File: config.mk
export PLATFORM = sky130hd
export DESIGN_NAME = dma2d_rowgen
export DESIGN_NICKNAME = d
export VERILOG_FILES = /design/src/rtl/dma2d_rowgen.sv
export SDC_FILE = /design/constraint.sdc
export NUM_CORES = 2
export LEC_CHECK = 0
export ABC_AREA = 1
export BUFFER_PORTS_ARGS = -buffer_cell sky130_fd_sc_hd__buf_2
export CAP_MARGIN = 20
export CORE_ASPECT_RATIO = 1.75
export CORE_MARGIN = 3
export CORE_UTILIZATION = 65
export CTS_CLUSTER_DIAMETER = 80
export CTS_CLUSTER_SIZE = 25
export DETAILED_ROUTE_END_ITERATION = 7
export HOLD_SLACK_MARGIN = 0.12
export PLACE_DENSITY = 0.88
export SETUP_SLACK_MARGIN = 0.5
export SLEW_MARGIN = 30
export SYNTH_ARGS = -nofsm -noshare
export SYNTH_HDL_FRONTEND = slang
export SYNTH_SLANG_ARGS = --single-unit
File: constraint.sdc
create_clock -name clk -period 23 [get_ports clk]
set_input_delay 4.6 -clock clk [delete_from_list [all_inputs] [get_ports clk]]
set_output_delay 4.6 -clock clk [all_outputs]
set_load 0.03 [all_outputs]
File: src/rtl/dma2d_rowgen.sv
module dma2d_rowgen #(
  parameter int ADDR_W   = 64,
  parameter int STRIDE_W = 32,
  parameter int XLEN_W   = 24,
  parameter int YLEN_W   = 16,
  parameter bit HAS_2D   = 1'b1,
  parameter bit SRC_MEM  = 1'b1,
  parameter bit DST_MEM  = 1'b1,
  localparam int TOT_W   = XLEN_W + YLEN_W + 1
) (
  input  logic                clk,
  input  logic                rst,
  input  logic                req_valid,
  output logic                req_ready,
  input  logic [ADDR_W-1:0]   req_src_addr,
  input  logic [ADDR_W-1:0]   req_dst_addr,
  input  logic [STRIDE_W-1:0] req_src_stride,
  input  logic [STRIDE_W-1:0] req_dst_stride,
  input  logic [XLEN_W-1:0]   req_row_len_m1,
  input  logic [YLEN_W-1:0]   req_row_cnt_m1,
  output logic                row_valid,
  input  logic                row_ready,
  output logic [ADDR_W-1:0]   row_src_addr,
  output logic [ADDR_W-1:0]   row_dst_addr,
  output logic [XLEN_W-1:0]   row_len_m1,
  output logic [YLEN_W-1:0]   row_index,
  output logic                row_last,
  output logic [TOT_W-1:0]    total_bytes,
  output logic                done
);

  logic              busy;
  logic [YLEN_W-1:0] idx;
  logic [YLEN_W-1:0] rows_m1;
  logic [XLEN_W-1:0] len_q;
  logic [TOT_W-1:0]  tot_q;
  logic              done_q;
  logic [YLEN_W-1:0] cnt_eff;

  wire accept  = req_valid && !busy;
  wire fire    = busy && row_ready;
  wire at_last = (idx == rows_m1);

  generate
    if (HAS_2D) begin : g_2d
      assign cnt_eff = req_row_cnt_m1;
    end else begin : g_1d
      assign cnt_eff = '0;
    end
  endgenerate

  always_ff @(posedge clk) begin
    if (rst) begin
      busy    <= 1'b0;
      idx     <= '0;
      rows_m1 <= '0;
      len_q   <= '0;
      tot_q   <= '0;
      done_q  <= 1'b0;
    end else begin
      done_q <= fire && at_last;
      if (accept) begin
        busy    <= 1'b1;
        idx     <= '0;
        rows_m1 <= cnt_eff;
        len_q   <= req_row_len_m1;
        tot_q   <= (TOT_W'(req_row_len_m1) + 1'b1) * (TOT_W'(cnt_eff) + 1'b1);
      end else if (fire) begin
        if (at_last) busy <= 1'b0;
        else         idx  <= idx + 1'b1;
      end
    end
  end

  generate
    if (SRC_MEM) begin : g_src_mem
      logic [ADDR_W-1:0]   src_q;
      logic [STRIDE_W-1:0] sstr_q;
      always_ff @(posedge clk) begin
        if (rst) begin
          src_q  <= '0;
          sstr_q <= '0;
        end else if (accept) begin
          src_q  <= req_src_addr;
          sstr_q <= req_src_stride;
        end else if (fire && !at_last) begin
          src_q  <= src_q + ADDR_W'(sstr_q);
        end
      end
      assign row_src_addr = src_q;
    end else begin : g_src_stream
      assign row_src_addr = '0;
    end

    if (DST_MEM) begin : g_dst_mem
      logic [ADDR_W-1:0]   dst_q;
      logic [STRIDE_W-1:0] dstr_q;
      always_ff @(posedge clk) begin
        if (rst) begin
          dst_q  <= '0;
          dstr_q <= '0;
        end else if (accept) begin
          dst_q  <= req_dst_addr;
          dstr_q <= req_dst_stride;
        end else if (fire && !at_last) begin
          dst_q  <= dst_q + ADDR_W'(dstr_q);
        end
      end
      assign row_dst_addr = dst_q;
    end else begin : g_dst_stream
      assign row_dst_addr = '0;
    end
  endgenerate

  assign req_ready   = !busy;
  assign row_valid   = busy;
  assign row_index   = idx;
  assign row_len_m1  = len_q;
  assign row_last    = busy && at_last;
  assign total_bytes = tot_q;
  assign done        = done_q;

endmodule


==> run_results.csv <==
group,metric,value,unit
cts,cts_buffer_depth,3,
logic_synthesis,async_flop_share,0,%
sta,slew_violations,0,
logic_synthesis,yosysWarnings,0,
cts,cts-root-buf,"clkbuf_16",
logic_synthesis,synth_top_area_share,20.0,%
final_layout,fillers,4713,
cts,cts_tree,"done",
worst_setup_path,critical_path_arrival,12.68,ns
final_layout,syn_to_final_growth,9.11,%
die,core,52500,sq um
sta,period_share,53.2,%
logic_synthesis,synth_common_cells,"1,631 x nand2_1, 1,015 x inv_1, 578 x nor2_1",
logic_synthesis,avgSynthCellArea,6.38,sq um
cts,cts_resized,0,
cts,clk_pin_slew,0.10,ns
cts,clock-sinks,291,
final_layout,fin_nets,6499,
sta,setup_viol_count_final,0,
power,p_leak,20.5,nW
worst_setup_path,cp_slowest_cell,"inv_1",
sta,worstMarginPinSlew,1.06,ns
global_route,grt_pass1_wl,212,mm
final_layout,regArea,5830,sq um
logic_synthesis,synth_top_area_cell,"fa_1",
route,vias,38300,
die,die_height,311,microns
route,dr.max_layer_used,"met5",
route,ant_nets,0,
logic_synthesis,synth.area.top_cells,"fa_1 20%, nand2_1 18%, dfxtp_1 17%, inv_1 11%, ha_1 6.5%",
logic_synthesis,syn_nets,6170,
route,drt_pre_antenna_iters,8,
global_route,grt_overflow,0,
worst_setup_path,crit_buf_inv,9,
route,vias_per_cell,5.96,
logic_synthesis,ys_seq_area_share,16.9,%
route,drt-wirelength-per-cell,21.7,microns
final_layout,multi_input_area,24200,sq um
cts,ctsHtreeMaxLevel,1,
placed_design,routabilityCongestion,1.21,
die,dieWidth,180,microns
global_route,antenna_found_initial,10,
worst_setup_path,crit_fanout,21,
logic_synthesis,synth.distinct_cells,47,
die,pin_count,449,
final_layout,design_area,37700,sq um
sta,skew,0.0218,ns
logic_synthesis,synth-seq-cells,291,
logic_synthesis,syn_area,34500,sq um
sta,timing.hold.ws,0.454,ns
die,rows,111,
worst_setup_path,slowest_delay,0.93,ns
worst_setup_path,crit_path_end_kind,"register",
power,ir_worst_vdd,222,uV
placed_design,place_area,37200,sq um
cts,post_cts_buffers,0,
global_route,grtUsageTotal,48.6,%
sta,slew_headroom,29.4,%
route,wl_met1,41.7,mm
status,violations,"design-rule violations",
worst_setup_path,cp.required,23.46,ns
route,drt-initial-drc-count,3683,
sta,hold_violations,0,
worst_setup_path,cpLargestDelayFamily,"adder cells",
sta,setup_tns,0,ns
route,met2_length,64.4,mm
die,fp.dieArea,56000,sq um
route,wl,140,mm
job,drv_cap,0,
final_layout,drive_above_1_share,9.65,%
power,power.density,140,nW/um^2
route,drc_errors,3,
logic_synthesis,synth_cells,5410,
die,start_util,65.7,%
sta,rsz0062_at_grt,"false",
logic_synthesis,synth_ff_type,"dfxtp_1",
global_route,grt_start_max_net_pins,172,
global_route,grt_pass1_vias,38200,
worst_setup_path,reg2reg_slack,18.97,ns
cts,insertion_delay,0.54,ns
cts,numCtsBuffers,16,
placed_design,dp_hpwl,112,mm
worst_setup_path,crit_path_start_kind,"input port",
status,status,"complete, but fails checks",
logic_synthesis,synth_edf_count,0,
sta,max_clock_freq,81.8,MHz
sta,min_period,12.23,ns
cts,cts_hold_buf,0,
worst_setup_path,worstSetupPathType,"in -> reg",
placed_design,port_buffers,448,
min_path,hp-class,"reg -> reg",
route,met3WireLength,14.8,mm
logic_synthesis,synth.most_common_cell,"nand2_1",
-- path summary, 6_finish.rpt --
path	from	endpoint	cells after the start
worst min register to register	row_len_m1[22]	row_len_m1[22]	2
worst max register to register	row_index[9]	row_src_addr[45]	13
worst min-delay path	row_len_m1[22]	row_len_m1[22]	2
worst max-delay path	req_row_cnt_m1[0]	total_bytes[23]	30
-- layer usage --
metal | up-vias | track usage (%)
met5 | - | 0
li1 | 17200 | -
met3 | 964 | 12.1
met1 | 17500 | 47.9
met2 | 2641 | 80.4
met4 | 4 | 50.2
-- worst register-to-register path, delay by kind of cell (launching register included) --
family | cells | cell delay [ns]
buffers and inverters | 3 | 1.94
AO/OA/AOI/OAI | 2 | 0.21
flip-flops | 1 | 0.57
AND/OR/NAND/NOR | 8 | 1.16
-- flip-flops by register name, summed over array words and instances, names as in the netlist, 16 cells and up --
signal and count:
row_dst_addr 64, row_src_addr 64, total_bytes 41, g_dst_mem.dstr_q 32, g_src_mem.sstr_q 32, row_len_m1 24
row_index 16, rows_m1 16
-- report_power, final --
group	switching (mW)	internal (mW)
Combinational	2.94	1.38
Sequential	0.0629	0.563
Clock	0.192	0.137
Total	3.20	2.08
-- final cells by class --
cell class              count  share of cell area (%)
clock buffers              17                    1.13
diodes                      9                  0.0598
repair buffers            471                    6.50
multi-input cells        3928                    64.2
inverters                1031                    10.3
clock inverters             3                  0.0997
well taps                 678                    2.25
flip-flops and latches    291                    15.5
-- stage by stage --
step / power [mW] / setup WS, ns / cells / util (%)
after floorplan: 3.48 / 12.10 / 5410 / -
after global placement: 4.69 / 10.64 / 6398 / 70.7
after detailed placement: 4.75 / 10.58 / 6399 / 70.8
after CTS: 5.09 / 11.15 / 6419 / 71.7
after global routing: 5.68 / 10.47 / 6425 / 71.7
final: 5.28 / 10.77 / 6428 / 71.7
-- layout by cell type (no fill, tap or decap), drive strengths merged --
master,n
nor3,64
ha,179
o221ai,2
a21oi,292
buf,471
clkinv,9
nand4,48
diode,9
inv,1025
and2,3
xnor3,1
fa,345
nand3b,6
dfxtp,291
nand3,375
nor4,21
o211ai,18
nand2,1637
and3,4
clkbuf,17
a211oi,1
o21bai,9
nand2b,1
xor2,75
o21a,3
nor3b,2
xnor2,14
o22ai,8
or2,22
a31oi,14
o21ai,184
a21o,3
o31ai,2
nor2,595
-- kinds of logic after synthesis --
logic type / count (synthesis) / share of synthesized area [%]
simple gates: 2778 / 32.9
buf+inv: 1191 / 13.2
compound gates: 536 / 8.18
fa+ha+maj: 524 / 26.5
flops: 291 / 16.9
xor+xnor: 90 / 2.32
(Power assumes the default switching activity.)
